--- src/rtl/sirq_pkg.sv ---
package sirq_pkg;
  localparam int unsigned REG_W  = 32;
  localparam int unsigned ADDR_W = 3;
  localparam int unsigned SEL_BIT = 2;

  typedef enum logic {
    SEL_PEND = 1'b0,
    SEL_EN   = 1'b1
  } reg_sel_e;
endpackage

--- src/rtl/sirq_edge_det.sv ---
module sirq_edge_det #(
  parameter int unsigned N = 32
) (
  input  logic         clk_i,
  input  logic         rst_ni,
  input  logic [N-1:0] src_i,
  output logic [N-1:0] rise_o
);
  logic [N-1:0] src_q;

  always_ff @(posedge clk_i or negedge rst_ni) begin
    if (!rst_ni) src_q <= '0;
    else         src_q <= src_i;
  end

  assign rise_o = src_i & ~src_q;
endmodule

--- src/rtl/sirq_regs.sv ---
module sirq_regs #(
  parameter int unsigned N = 32
) (
  input  logic         clk_i,
  input  logic         rst_ni,
  input  logic [N-1:0] rise_i,
  input  logic         wr_pend_i,
  input  logic         wr_en_i,
  input  logic [N-1:0] wdata_i,
  output logic [N-1:0] pend_o,
  output logic [N-1:0] en_o
);
  logic [N-1:0] pend_q, pend_d;
  logic [N-1:0] en_q;

  // clear-on-zero, then sets override
  always_comb begin
    pend_d = pend_q;
    if (wr_pend_i) pend_d = pend_d & wdata_i;
    pend_d = pend_d | rise_i;
  end

  always_ff @(posedge clk_i or negedge rst_ni) begin
    if (!rst_ni) begin
      pend_q <= '0;
      en_q   <= '0;
    end else begin
      pend_q <= pend_d;
      if (wr_en_i) en_q <= wdata_i;
    end
  end

  assign pend_o = pend_q;
  assign en_o   = en_q;

  a_r4_clear_zero: assert property (@(posedge clk_i) disable iff (!rst_ni)
    wr_pend_i |=> ((pend_q & ~$past(rise_i) & ~$past(wdata_i)) == '0));

  a_r5_set_wins: assert property (@(posedge clk_i) disable iff (!rst_ni)
    (rise_i != '0) |=> ((pend_q & $past(rise_i)) == $past(rise_i)));

  a_r6_en_hold: assert property (@(posedge clk_i) disable iff (!rst_ni)
    !wr_en_i |=> $stable(en_q));
endmodule

--- src/rtl/sirq_out.sv ---
module sirq_out #(
  parameter int unsigned N = 32
) (
  input  logic         clk_i,
  input  logic         rst_ni,
  input  logic [N-1:0] pend_i,
  input  logic [N-1:0] en_i,
  output logic         irq_o
);
  logic irq_q;

  always_ff @(posedge clk_i or negedge rst_ni) begin
    if (!rst_ni) irq_q <= 1'b0;
    else         irq_q <= |(pend_i & en_i);
  end

  assign irq_o = irq_q;

  a_r8_no_enable_no_irq: assert property (@(posedge clk_i) disable iff (!rst_ni)
    (en_i == '0) |=> !irq_o);
endmodule

--- src/rtl/sec_irq_ctrl.sv ---
module sec_irq_ctrl
  import sirq_pkg::*;
#(
  parameter int unsigned NUM_SRC = 32
) (
  input  logic                clk_i,
  input  logic                rst_ni,
  input  logic [NUM_SRC-1:0]  src_i,
  input  logic                bus_sel_i,
  input  logic                bus_we_i,
  input  logic [ADDR_W-1:0]   bus_addr_i,
  input  logic [REG_W-1:0]    bus_wdata_i,
  output logic [REG_W-1:0]    bus_rdata_o,
  output logic                irq_o
);
  localparam int unsigned PAD_W = REG_W - NUM_SRC;

  logic [NUM_SRC-1:0] rise_w, pend_w, en_w, rd_val;
  logic               wr_w, wr_pend_w, wr_en_w;
  reg_sel_e           sel_w;

  assign sel_w     = reg_sel_e'(bus_addr_i[SEL_BIT]);
  assign wr_w      = bus_sel_i & bus_we_i;
  assign wr_pend_w = wr_w & (sel_w == SEL_PEND);
  assign wr_en_w   = wr_w & (sel_w == SEL_EN);

  sirq_edge_det #(.N(NUM_SRC)) u_edge (
    .clk_i  (clk_i),
    .rst_ni (rst_ni),
    .src_i  (src_i),
    .rise_o (rise_w)
  );

  sirq_regs #(.N(NUM_SRC)) u_regs (
    .clk_i     (clk_i),
    .rst_ni    (rst_ni),
    .rise_i    (rise_w),
    .wr_pend_i (wr_pend_w),
    .wr_en_i   (wr_en_w),
    .wdata_i   (bus_wdata_i[NUM_SRC-1:0]),
    .pend_o    (pend_w),
    .en_o      (en_w)
  );

  sirq_out #(.N(NUM_SRC)) u_out (
    .clk_i  (clk_i),
    .rst_ni (rst_ni),
    .pend_i (pend_w),
    .en_i   (en_w),
    .irq_o  (irq_o)
  );

  assign rd_val = (sel_w == SEL_EN) ? en_w : pend_w;

  generate
    if (NUM_SRC < REG_W) begin : g_pad
      assign bus_rdata_o = {{PAD_W{1'b0}}, rd_val};

      a_r9_pad_zero: assert property (@(posedge clk_i) disable iff (!rst_ni)
        bus_rdata_o[REG_W-1:NUM_SRC] == '0);
    end else begin : g_full
      assign bus_rdata_o = rd_val;
    end
  endgenerate

  a_r7_irq_lag: assert property (@(posedge clk_i) disable iff (!rst_ni)
    1'b1 |=> (irq_o == $past(|(pend_w & en_w))));

  a_r3_set_needs_src: assert property (@(posedge clk_i) disable iff (!rst_ni)
    1'b1 |=> ((pend_w & ~$past(pend_w) & ~$past(src_i)) == '0));

  a_r10_no_sel_no_write: assert property (@(posedge clk_i) disable iff (!rst_ni)
    !bus_sel_i |=> $stable(en_w));
endmodule

--- config.mk ---
export PLATFORM = sky130hd
export DESIGN_NAME = sec_irq_ctrl
export DESIGN_NICKNAME = d
export VERILOG_FILES = /design/src/rtl/sirq_pkg.sv /design/src/rtl/sirq_edge_det.sv /design/src/rtl/sirq_regs.sv /design/src/rtl/sirq_out.sv /design/src/rtl/sec_irq_ctrl.sv
export SDC_FILE = /design/constraint.sdc
export NUM_CORES = 1
export LEC_CHECK = 0
export ABC_CLOCK_PERIOD_IN_PS = 1200
export BUFFER_PORTS_ARGS = -buffer_cell sky130_fd_sc_hd__buf_2
export CAP_MARGIN = 25
export CORE_ASPECT_RATIO = 2
export CORE_UTILIZATION = 47
export CTS_CLUSTER_DIAMETER = 100
export DETAILED_ROUTE_END_ITERATION = 6
export GPL_TIMING_DRIVEN = 0
export HOLD_SLACK_MARGIN = 0.15
export PLACE_DENSITY = 0.79
export SLEW_MARGIN = 20
export SYNTH_ARGS = -nofsm -noshare
export SYNTH_HDL_FRONTEND = slang
export SYNTH_SLANG_ARGS = --single-unit
export TNS_END_PERCENT = 50
--- constraint.sdc ---
create_clock -name clk_i -period 1.2 [get_ports clk_i]
set_input_delay 0.12 -clock clk_i [delete_from_list [all_inputs] [get_ports clk_i]]
set_output_delay 0.12 -clock clk_i [all_outputs]
set_load 0.005 [all_outputs]
==> results of run 1 <==
[final timing paths]
path                       depth (start not counted)                end  slack, ns
min reg2reg                                        1  u_regs.pend_o[10]       0.41
max in group asynchronous                          3    u_regs.en_o[16]       0.35
min in group asynchronous                          2   u_edge.src_q[30]       0.24
max                                                3        u_out.irq_o      -0.21
min                                                4   u_regs.pend_o[0]       0.17
max reg2reg                                        3        u_out.irq_o      -0.21
[cell usage in the layout, fill, tap and decap left out, drive strengths merged]
master       count
a22oi           16
buf            120
bufinv           3
clkbuf          11
clkinv           3
dfrtp           97
diode            1
dlygate4sd3     65
inv             32
mux2            64
nand3            1
nand3b           1
nand4            4
o21ai           64
or4              1
[per-layer routing]
| layer | track usage [%] | part of all wire, % | vias to the layer above |
|---|---|---|---|
| li1 | - | - | 1390 |
| met1 | 26.79 | 36 | 1518 |
| met2 | 45.92 | 57 | 96 |
| met3 | 6.074 | 4.3 | 16 |
| met4 | 12.66 | 2.0 | 0 |
| met5 | 0 | 0 | - |
[state kept, by name, summed over array words and instances (netlist names)]
register / count
u_out.irq_o: 1
u_regs.pend_o: 32
u_edge.src_q: 32
u_regs.en_o: 32
[repair_timing]
action,4_1_cts,5_1_grt
pin swaps,2,4
buffers inserted,7,3
hold buffers,65,0
setup endpoints to repair,33,33
hold endpoints to repair,193,0
gates resized for setup,37,19
[Yosys cell counts, drive strengths merged]
master / n / area (um2)
a22oi: 16 / 130.1
or4: 1 / 7.510
o21ai: 64 / 320.3
dfrtp: 97 / 2427
clkbuf: 1 / 3.750
mux2: 64 / 720.7
nand3b: 1 / 20.02
inv: 32 / 120.1
buf: 9 / 45.04
nand3: 1 / 10.01
nand4: 4 / 25.02
[layout make-up]
class                      count  share of cell area (%)
sequential                    97                   41.66
timing repair buffer         176                   24.11
multi-input combinational    151                   23.19
clock buffer                  10                   4.101
inverter                      32                   2.061
tap                           96                   2.061
clock inverter                 6                   1.804
buffer                        10                  0.9663
antenna                        1                 0.04295
[where the power goes]
group	leakage [nW]	internal [W]	switching, W
Clock	0.172	0.00208	0.00118
Combinational	1.47	0.00105	0.000633
Sequential	1.08	0.00363	0.000293
[worst reg2reg max path, stage by stage, from the launching register on]
cell	delay, ns
dfrtp_1	0.41
a22oi_2	0.22
nand4_1	0.14
or4_1	0.51
[cells by family after synthesis]
family	count (synthesis)	share of synthesized area, %
muxes	64	18.82
buffers and inverters	42	4.410
DFF	97	63.38
AOI/OAI and AO/OA	80	11.76
and+or+nand+nor	7	1.633
[metrics by stage]
| stage | setup TNS [ns] | setup WS (ns) |
|---|---|---|
| final | -2.503 | -0.2090 |
| after global routing | -3.406 | -0.2261 |
| after CTS | -2.496 | -0.2028 |
| after detailed placement | -1.802 | -0.2622 |
| after global placement | -85.33 | -0.8759 |
| after floorplan | -0.05979 | -0.05979 |
==> metrics, run 1 <==
final instance area 0.005827 mm2; final hold vios 0; crit share post-route 117.4%; Yosys cell types 14; die width 65.83 um; final setup fails 33; Worst EP required 1.42 ns; Syn-to-layout area delta 52.14%; starting density of the core 48.57%; Fillers 496; largest net degree at the start of global routing 61; ratio of cells with drive above 1 in the final layout 39.83%; CP max stage cell or4_1; worst-path fanout max 2; clock buffer depth 2; HP Class in2reg; ANT nets after route 0; DIE AREA 0.008536 mm2; DP HPWL 6.373 mm; Final min period 1.409 ns; Hold Startpoint bus_we_i; routability cong. 0.8207; failing checks setup timing; clk_skew 0.007214 ns; Register Area 0.002427 mm2; FF+latch count, synth 97; Max Cap Viol 0; first-pass GRT wire length 15.77 mm; H-tree depth 3; Post-Syn Area 0.003830 mm2; Synth Instances 290; cts bufs inserted 9; DR DRC count 0; Synth Area per Inst 13.21 um2; Port Buffers 100; clock root buffer clkbuf_16; Critical Path, Cell by Cell a22oi_2 > nand4_1 > or4_1; Worst slew margin 64.52%; max-slew violation count 0; synthesis warning total 0; Top Ports 104; via count 3020; fin nets 548; slew of the pin with the lowest slew margin 0.5322 ns; total global routing overflow 0; final core utilization 73.90%; DRT Wirelength 10.21 mm; Clock transition at path regs 0.07 ns; core area 0.007885 mm2; Crit path largest cell delay 0.51 ns; highest clock rate 0.7097 GHz; critical path startpoint u_regs.en_o[21]; crit path kind reg2reg; outcome finished, violations left; Routed WL per cell 17.63 um; share of the yosys chip area belonging to registers 63.38%; P_leak 2.718 nW; area of the multi-input gates 0.001351 mm2; Chip Height 129.7 um; initial antenna violation count 1; Syn Nets 361; CP arrival 1.63 ns; num rows 46; worst setup margin -0.2090 ns; CTS tree done; minimum hold slack 0.1698 ns; RR Startpoint u_regs.en_o[21]; TritonCTS Sinks 97; Placed Area 0.004484 mm2; iteration count of the initial detailed-routing pass 4; delay-heaviest family, CP simple AND/OR/NAND/NOR gates; vias per cell 5.216; gr usage total 25.50%; total power draw 0.008873 W; Cell Count, Final, Fillers Out 579; WP buf/inv 0; placed insts 487; CP endpoint kind flop; RSZ-0062 raised after global routing yes; Skew-Pair Late Insertion Delay 0.34 ns; number of global-route vias before repair 3250; critical path launch point type flop; Cell Pwr Density 1523 mW/mm2; initial drt markers 125; VDD IR max 1523 uV
Power figures use the tool's default switching activity.
==> run 2: changes to the inputs <==
CELL_PAD_IN_SITES_DETAIL_PLACEMENT = 2   (was default)
CELL_PAD_IN_SITES_GLOBAL_PLACEMENT = 2   (was default)
CORE_UTILIZATION = 31   (was 47)
==> run 2 against run 1 <==
Net effect: the run still ends with setup timing left; flip-flop and latch count stayed put; hold slack better by 0.017 ns; final cell count is 8.5% higher; critical endpoint unchanged; largest cell class unchanged; largest power group unchanged.
==> metrics, run 2 (synthesis gave the netlist of run 1 again) <==
worst-path fanout max 2 (unchanged); outcome finished, violations left; num rows 57 (+24%); Fillers 1201 (+140%); antenna fix cells 0 (-1); initial antenna violation count 0 (-1); iteration count of the initial detailed-routing pass 2 (-2); Clock transition at path regs 0.07 ns (about the same); initial drt markers 64 (-49%); Place WS -0.2619 ns (+0.0003100 ns); Top Ports 104 (unchanged); clk_skew 0.008658 ns (+0.001443 ns); Sw Pwr 0.002211 W (+4.9%); number of global-route vias before repair 3585 (+10%); fin nets 548 (unchanged); final setup fails 33 (unchanged); TritonCTS Sinks 97 (unchanged); crit path kind reg2reg; Int Power 0.006423 W (-5.0%); final hold vios 0 (unchanged); CTS tree done; routability cong. 0.7726 (-5.9%); DRT Wirelength 12.72 mm (+25%); DR DRC count 0 (unchanged); minimum hold slack 0.1870 ns (+0.01720 ns); area of the multi-input gates 0.001374 mm2 (+1.7%); Final min period 1.473 ns (+0.06397 ns); Placed Area 0.004548 mm2 (+1.4%); CP endpoint kind flop; Worst EP required 1.41 ns (about the same); failing checks setup timing; Crit path largest cell delay 0.54 ns (+0.03 ns); core area 0.01212 mm2 (+54%); Port Buffers 100 (unchanged); Routed WL per cell 20.25 um (+15%); Register Area 0.002427 mm2 (unchanged); CP max stage cell or4_4; total global routing overflow 0 (unchanged); DP HPWL 8.090 mm (+27%); worst setup margin -0.2730 ns (-0.06397 ns); Comb pwr share 20.1% (+1.1 points); VDD IR max 821.1 uV (-46%); final instance area 0.005872 mm2 (+0.77%); CP arrival 1.68 ns (+0.05 ns); die width 80.60 um (+22%); Syn-to-layout area delta 53.32%; clock root buffer clkbuf_16; Critical Path, Cell by Cell a22oi_2 > nand4_1 > or4_4; ANT nets after route 0 (unchanged); critical path launch point type flop; DIE AREA 0.01283 mm2 (+50%); vias per cell 4.826 (-7.5%); cts bufs inserted 9 (unchanged); ratio of cells with drive above 1 in the final layout 40.33% (+0.50 points); Reg power frac 45.7% (+1.4 points); starting density of the core 31.59% (-17 points); Reg2Reg Setup Slack -0.27 ns (-0.06 ns); most common cell after layout, fill and taps aside dfrtp_1; RSZ-0062 raised after global routing yes; TNS Setup -2.777 ns (-0.2738 ns); most frequent cells in the layout dfrtp_1 (97), buf_2 (82), dlygate4sd3_1 (65); Max Cap Viol 0 (unchanged); Cell Pwr Density 1470 mW/mm2 (-3.4%); largest net degree at the start of global routing 82 (+34%); highest clock rate 0.6789 GHz (-4.3%); Worst slew margin 70.93% (+6.4 points); Skew-Pair Late Insertion Delay 0.35 ns (about the same); Chip Height 159.2 um (+23%); final core utilization 48.43% (-25 points); H-tree depth 3 (unchanged); via count 3031 (+0.36%); crit share post-route 122.8% (+5.3 points); Clock power frac 34.1% (-2.7 points); P_leak 2.701 nW (-0.65%); max-slew violation count 0 (unchanged); gr usage total 21.63% (-3.9 points); HP Class in2reg; first-pass GRT wire length 20.02 mm (+27%); slew of the pin with the lowest slew margin 0.4361 ns (-0.09612 ns); clock buffer depth 2 (unchanged); switching part of the total 25.60% (+1.8 points)
## run 2: worst paths after layout
check | start | endpoint | cells past startpoint
worst max-delay path | u_regs.en_o[22] | u_out.irq_o | 3
worst min-delay path | bus_sel_i | u_regs.pend_o[0] | 4
worst max register to register | u_regs.en_o[22] | u_out.irq_o | 3
worst min register to register | u_edge.src_q[15] | u_regs.pend_o[15] | 1
max in group asynchronous | rst_ni | u_edge.src_q[17] | 3
min in group asynchronous | rst_ni | u_edge.src_q[30] | 2
## run 2: what timing repair did
item / CTS / global route
endpoints found under the setup margin: 33 / 33
resized for setup: 42 / 22
hold buffers: 65 / 0
pin swaps: 8 / 3
buffers inserted: 6 / 4
endpoints found under the hold margin: 193 / 0
## run 2: cell type report
class / instances / area share, %
flip-flops and latches: 97 / 41.34
plain buffers: 10 / 0.9802
repair buffers: 176 / 24.04
clock buffers: 13 / 4.432
inverters: 32 / 2.046
multi-input cells: 151 / 23.40
clock inverters: 2 / 0.6393
well taps: 147 / 3.132
## run 2: through the flow
stage / cells / power [W]
5_1_grt: 628 / 0.009008
6_report: 628 / 0.008634
4_1_cts: 624 / 0.008533
3_5_place_dp: 538 / 0.005150
2_1_floorplan: 290 / 0.004476
3_3_place_gp: 537 / 0.005032
## run 2: power groups by stage
| stage | Sequential, W | Clock [W] | Combinational (W) |
|---|---|---|---|
| after floorplan | 0.00386 | 0 | 0.000619 |
| after global placement | 0.00392 | 0 | 0.00111 |
| after detailed placement | 0.00396 | 0 | 0.00119 |
| after CTS | 0.00393 | 0.00299 | 0.00161 |
| after global routing | 0.00400 | 0.00313 | 0.00189 |
| final | 0.00395 | 0.00295 | 0.00174 |
## run 2: metal layers
metal  global-route usage (%)  share of wire [%]
met5                        0                  0
met1                    23.74                 37
met2                    39.52                 57
met3                    2.865                2.2
met4                    10.15                3.8
## run 2: critical path: cells and delay by family (launching register included)
| family | cells | cell delay [ns] |
|---|---|---|
| AND/OR/NAND/NOR | 2 | 0.70 |
| flip-flops | 1 | 0.42 |
| AO/OA/AOI/OAI | 1 | 0.21 |
==> run 3: changes to the inputs <==
CAP_MARGIN = default   (was 25)
CORE_MARGIN = 1.5   (was default)
==> run 3 against run 2 <==
Net effect: utilization down 0.21 points; via count unchanged; first-iteration DRC count up 73%; global-route usage down 0.51 points; critical path depth unchanged; routed wire length up 2.9%; the run still ends with setup timing left; clock skew up 0.00057 ns.
==> metrics, run 3 (synthesis gave the netlist of run 1 again) <==
Place WS -0.2406 ns (+0.02125 ns); CP max stage cell or4_1; met1 usage 21.91% (-1.8 points); Final min period 1.439 ns (-0.03426 ns); failing checks setup timing; num rows 57 (unchanged); Worst slew margin 52.55% (-18 points); DR DRC count 0 (unchanged); Reg2Reg Setup Slack -0.24 ns (+0.03 ns); CP arrival 1.65 ns (-0.03 ns); Routed WL per cell 20.91 um (+3.2%); final hold vios 0 (unchanged); initial antenna violation count 0 (unchanged); total global routing overflow 0 (unchanged); highest clock rate 0.6951 GHz (+2.4%); final core utilization 48.23% (-0.21 points); Max Cap Viol 0 (unchanged); clock buffer depth 2 (unchanged); Cell Count, Final, Fillers Out 626 (-0.32%); H-tree depth 3 (unchanged); vias per cell 4.842 (+0.32%); via count 3031 (unchanged); ANT nets after route 0 (unchanged); DP HPWL 8.163 mm (+0.90%); most frequent cells in the layout dfrtp_1 (97), buf_2 (79), dlygate4sd3_1 (65); Syn-to-layout area delta 52.66%; HP Class in2async; P_leak 2.699 nW (about the same); iteration count of the initial detailed-routing pass 4 (+2); starting density of the core 31.59% (unchanged); worst setup margin -0.2387 ns (+0.03426 ns); Top Ports 104 (unchanged); number of global-route vias before repair 3647 (+1.7%); TritonCTS Sinks 97 (unchanged); max-slew violation count 0 (unchanged); global routing met2 resource utilization 40.05% (+0.52 points); Critical Path, Cell by Cell a22oi_2 > nand4_1 > or4_1; Worst R2R End u_out.irq_o; cts bufs inserted 9 (unchanged); busiest grt layer met2; antenna fix cells 0 (unchanged); first-pass GRT wire length 19.96 mm (-0.27%); RSZ-0062 raised after global routing yes; Chip Height 160.2 um (+0.63%); Skew-Pair Late Insertion Delay 0.35 ns (about the same); die width 81.60 um (+1.2%); DIE AREA 0.01307 mm2 (+1.9%); final setup fails 33 (unchanged); Critical Path End u_out.irq_o; clk_skew 0.009227 ns (+0.0005695 ns); worst-path fanout max 3 (+1); VDD IR max 986.1 uV (+20%); routability cong. 0.7881 (+2.0%); gr usage total 21.12% (-0.51 points); CTS tree done; Port Buffers 100 (unchanged); Crit path largest cell delay 0.50 ns (-0.04 ns); worst r2r path cells 3 (unchanged); initial drt markers 111 (+73%); final instance area 0.005847 mm2 (-0.43%); core area 0.01212 mm2 (unchanged); placed insts 538 (unchanged); crit share post-route 119.9% (-2.9 points); Cell Pwr Density 1466 mW/mm2 (-0.30%); critical path startpoint u_regs.en_o[29]; crit path kind reg2reg; Clock transition at path regs 0.07 ns (about the same); outcome finished, violations left; slew of the pin with the lowest slew margin 0.7117 ns (+0.2757 ns); RR Startpoint u_regs.en_o[29]; Placed Area 0.004548 mm2 (unchanged); critical path launch point type flop; M3 GR Usage 2.400% (-0.47 points); fin nets 545 (-0.55%); largest net degree at the start of global routing 82 (unchanged); DRT Wirelength 13.09 mm (+2.9%); Worst EP required 1.41 ns (about the same); CP endpoint kind flop; ratio of cells with drive above 1 in the final layout 39.04% (-1.3 points); minimum hold slack 0.1711 ns (-0.01588 ns); most common cell after layout, fill and taps aside dfrtp_1; clock root buffer clkbuf_16
[run 3: changes by cell type in the layout (fill, tap and decap cells not counted), moves of 2 or more]
cell        previous run  this run
a22oi_1                4         9
a22oi_2               12         7
buf_2                 82        79
mux2_2                22        19
mux2_4                23        26
buf_4                 11         9
clkbuf_8               2         4
clkinvlp_4             1         3
[run 3: what timing repair did]
action	CTS	global route
hold endpoints to repair	193	0
endpoints found under the setup margin	33	33
pin swaps	4	1
gates cloned	0	0
hold buffers	65	0
gates resized for setup	36	24
buffers inserted	4	3
[run 3: how the worst min path moves through the flow]
stage,cells after the start,slack [ns],start,to
final,2,0.17,rst_ni,u_edge.src_q[31]
after global routing,2,0.20,rst_ni,u_edge.src_q[31]
after CTS,2,0.17,rst_ni,u_edge.src_q[31]
after detailed placement,1,-0.03,rst_ni,u_edge.src_q[31]
after global placement,1,0.24,src_i[19],u_edge.src_q[19]
after floorplan,0,-0.18,rst_ni,u_edge.src_q[0]
[run 3: power breakdown]
part / internal, W / leakage [nW] / switching (W)
Combinational: 0.00106 / 1.48 / 0.000687
Clock: 0.00163 / 0.140 / 0.00124
Sequential: 0.00363 / 1.08 / 0.000313
Total: 0.00633 / 2.70 / 0.00224
[run 3: cell type report]
cell class | count | area, um2
buffer | 10 | 56.30
clock buffer | 13 | 280.3
clock inverter | 3 | 22.52
fill | 1237 | 6277
inverter | 32 | 120.1
multi-input combinational | 151 | 1356
sequential | 97 | 2427
tap | 147 | 183.9
timing repair buffer | 173 | 1400
[run 3: layer usage]
metal  vias up  part of all wire, %
met2        67                   60
met5         -                    0
met1      1558                   35
met4         0                  2.9
met3        22                  2.2
li1       1384                    -
[run 3: stage by stage]
stage,power [W],TNS (ns)
global route,0.008959,-3.854
CTS,0.008440,-2.806
floorplan,0.004476,-0.05979
finish,0.008572,-2.702
global placement,0.005036,-97.26
detailed placement,0.005151,-4.622
[run 3: worst max-delay path, delay by kind of cell (launching register included)]
kind | cells | cell delay [ns]
compound gates | 1 | 0.23
flops | 1 | 0.41
simple gates | 2 | 0.67
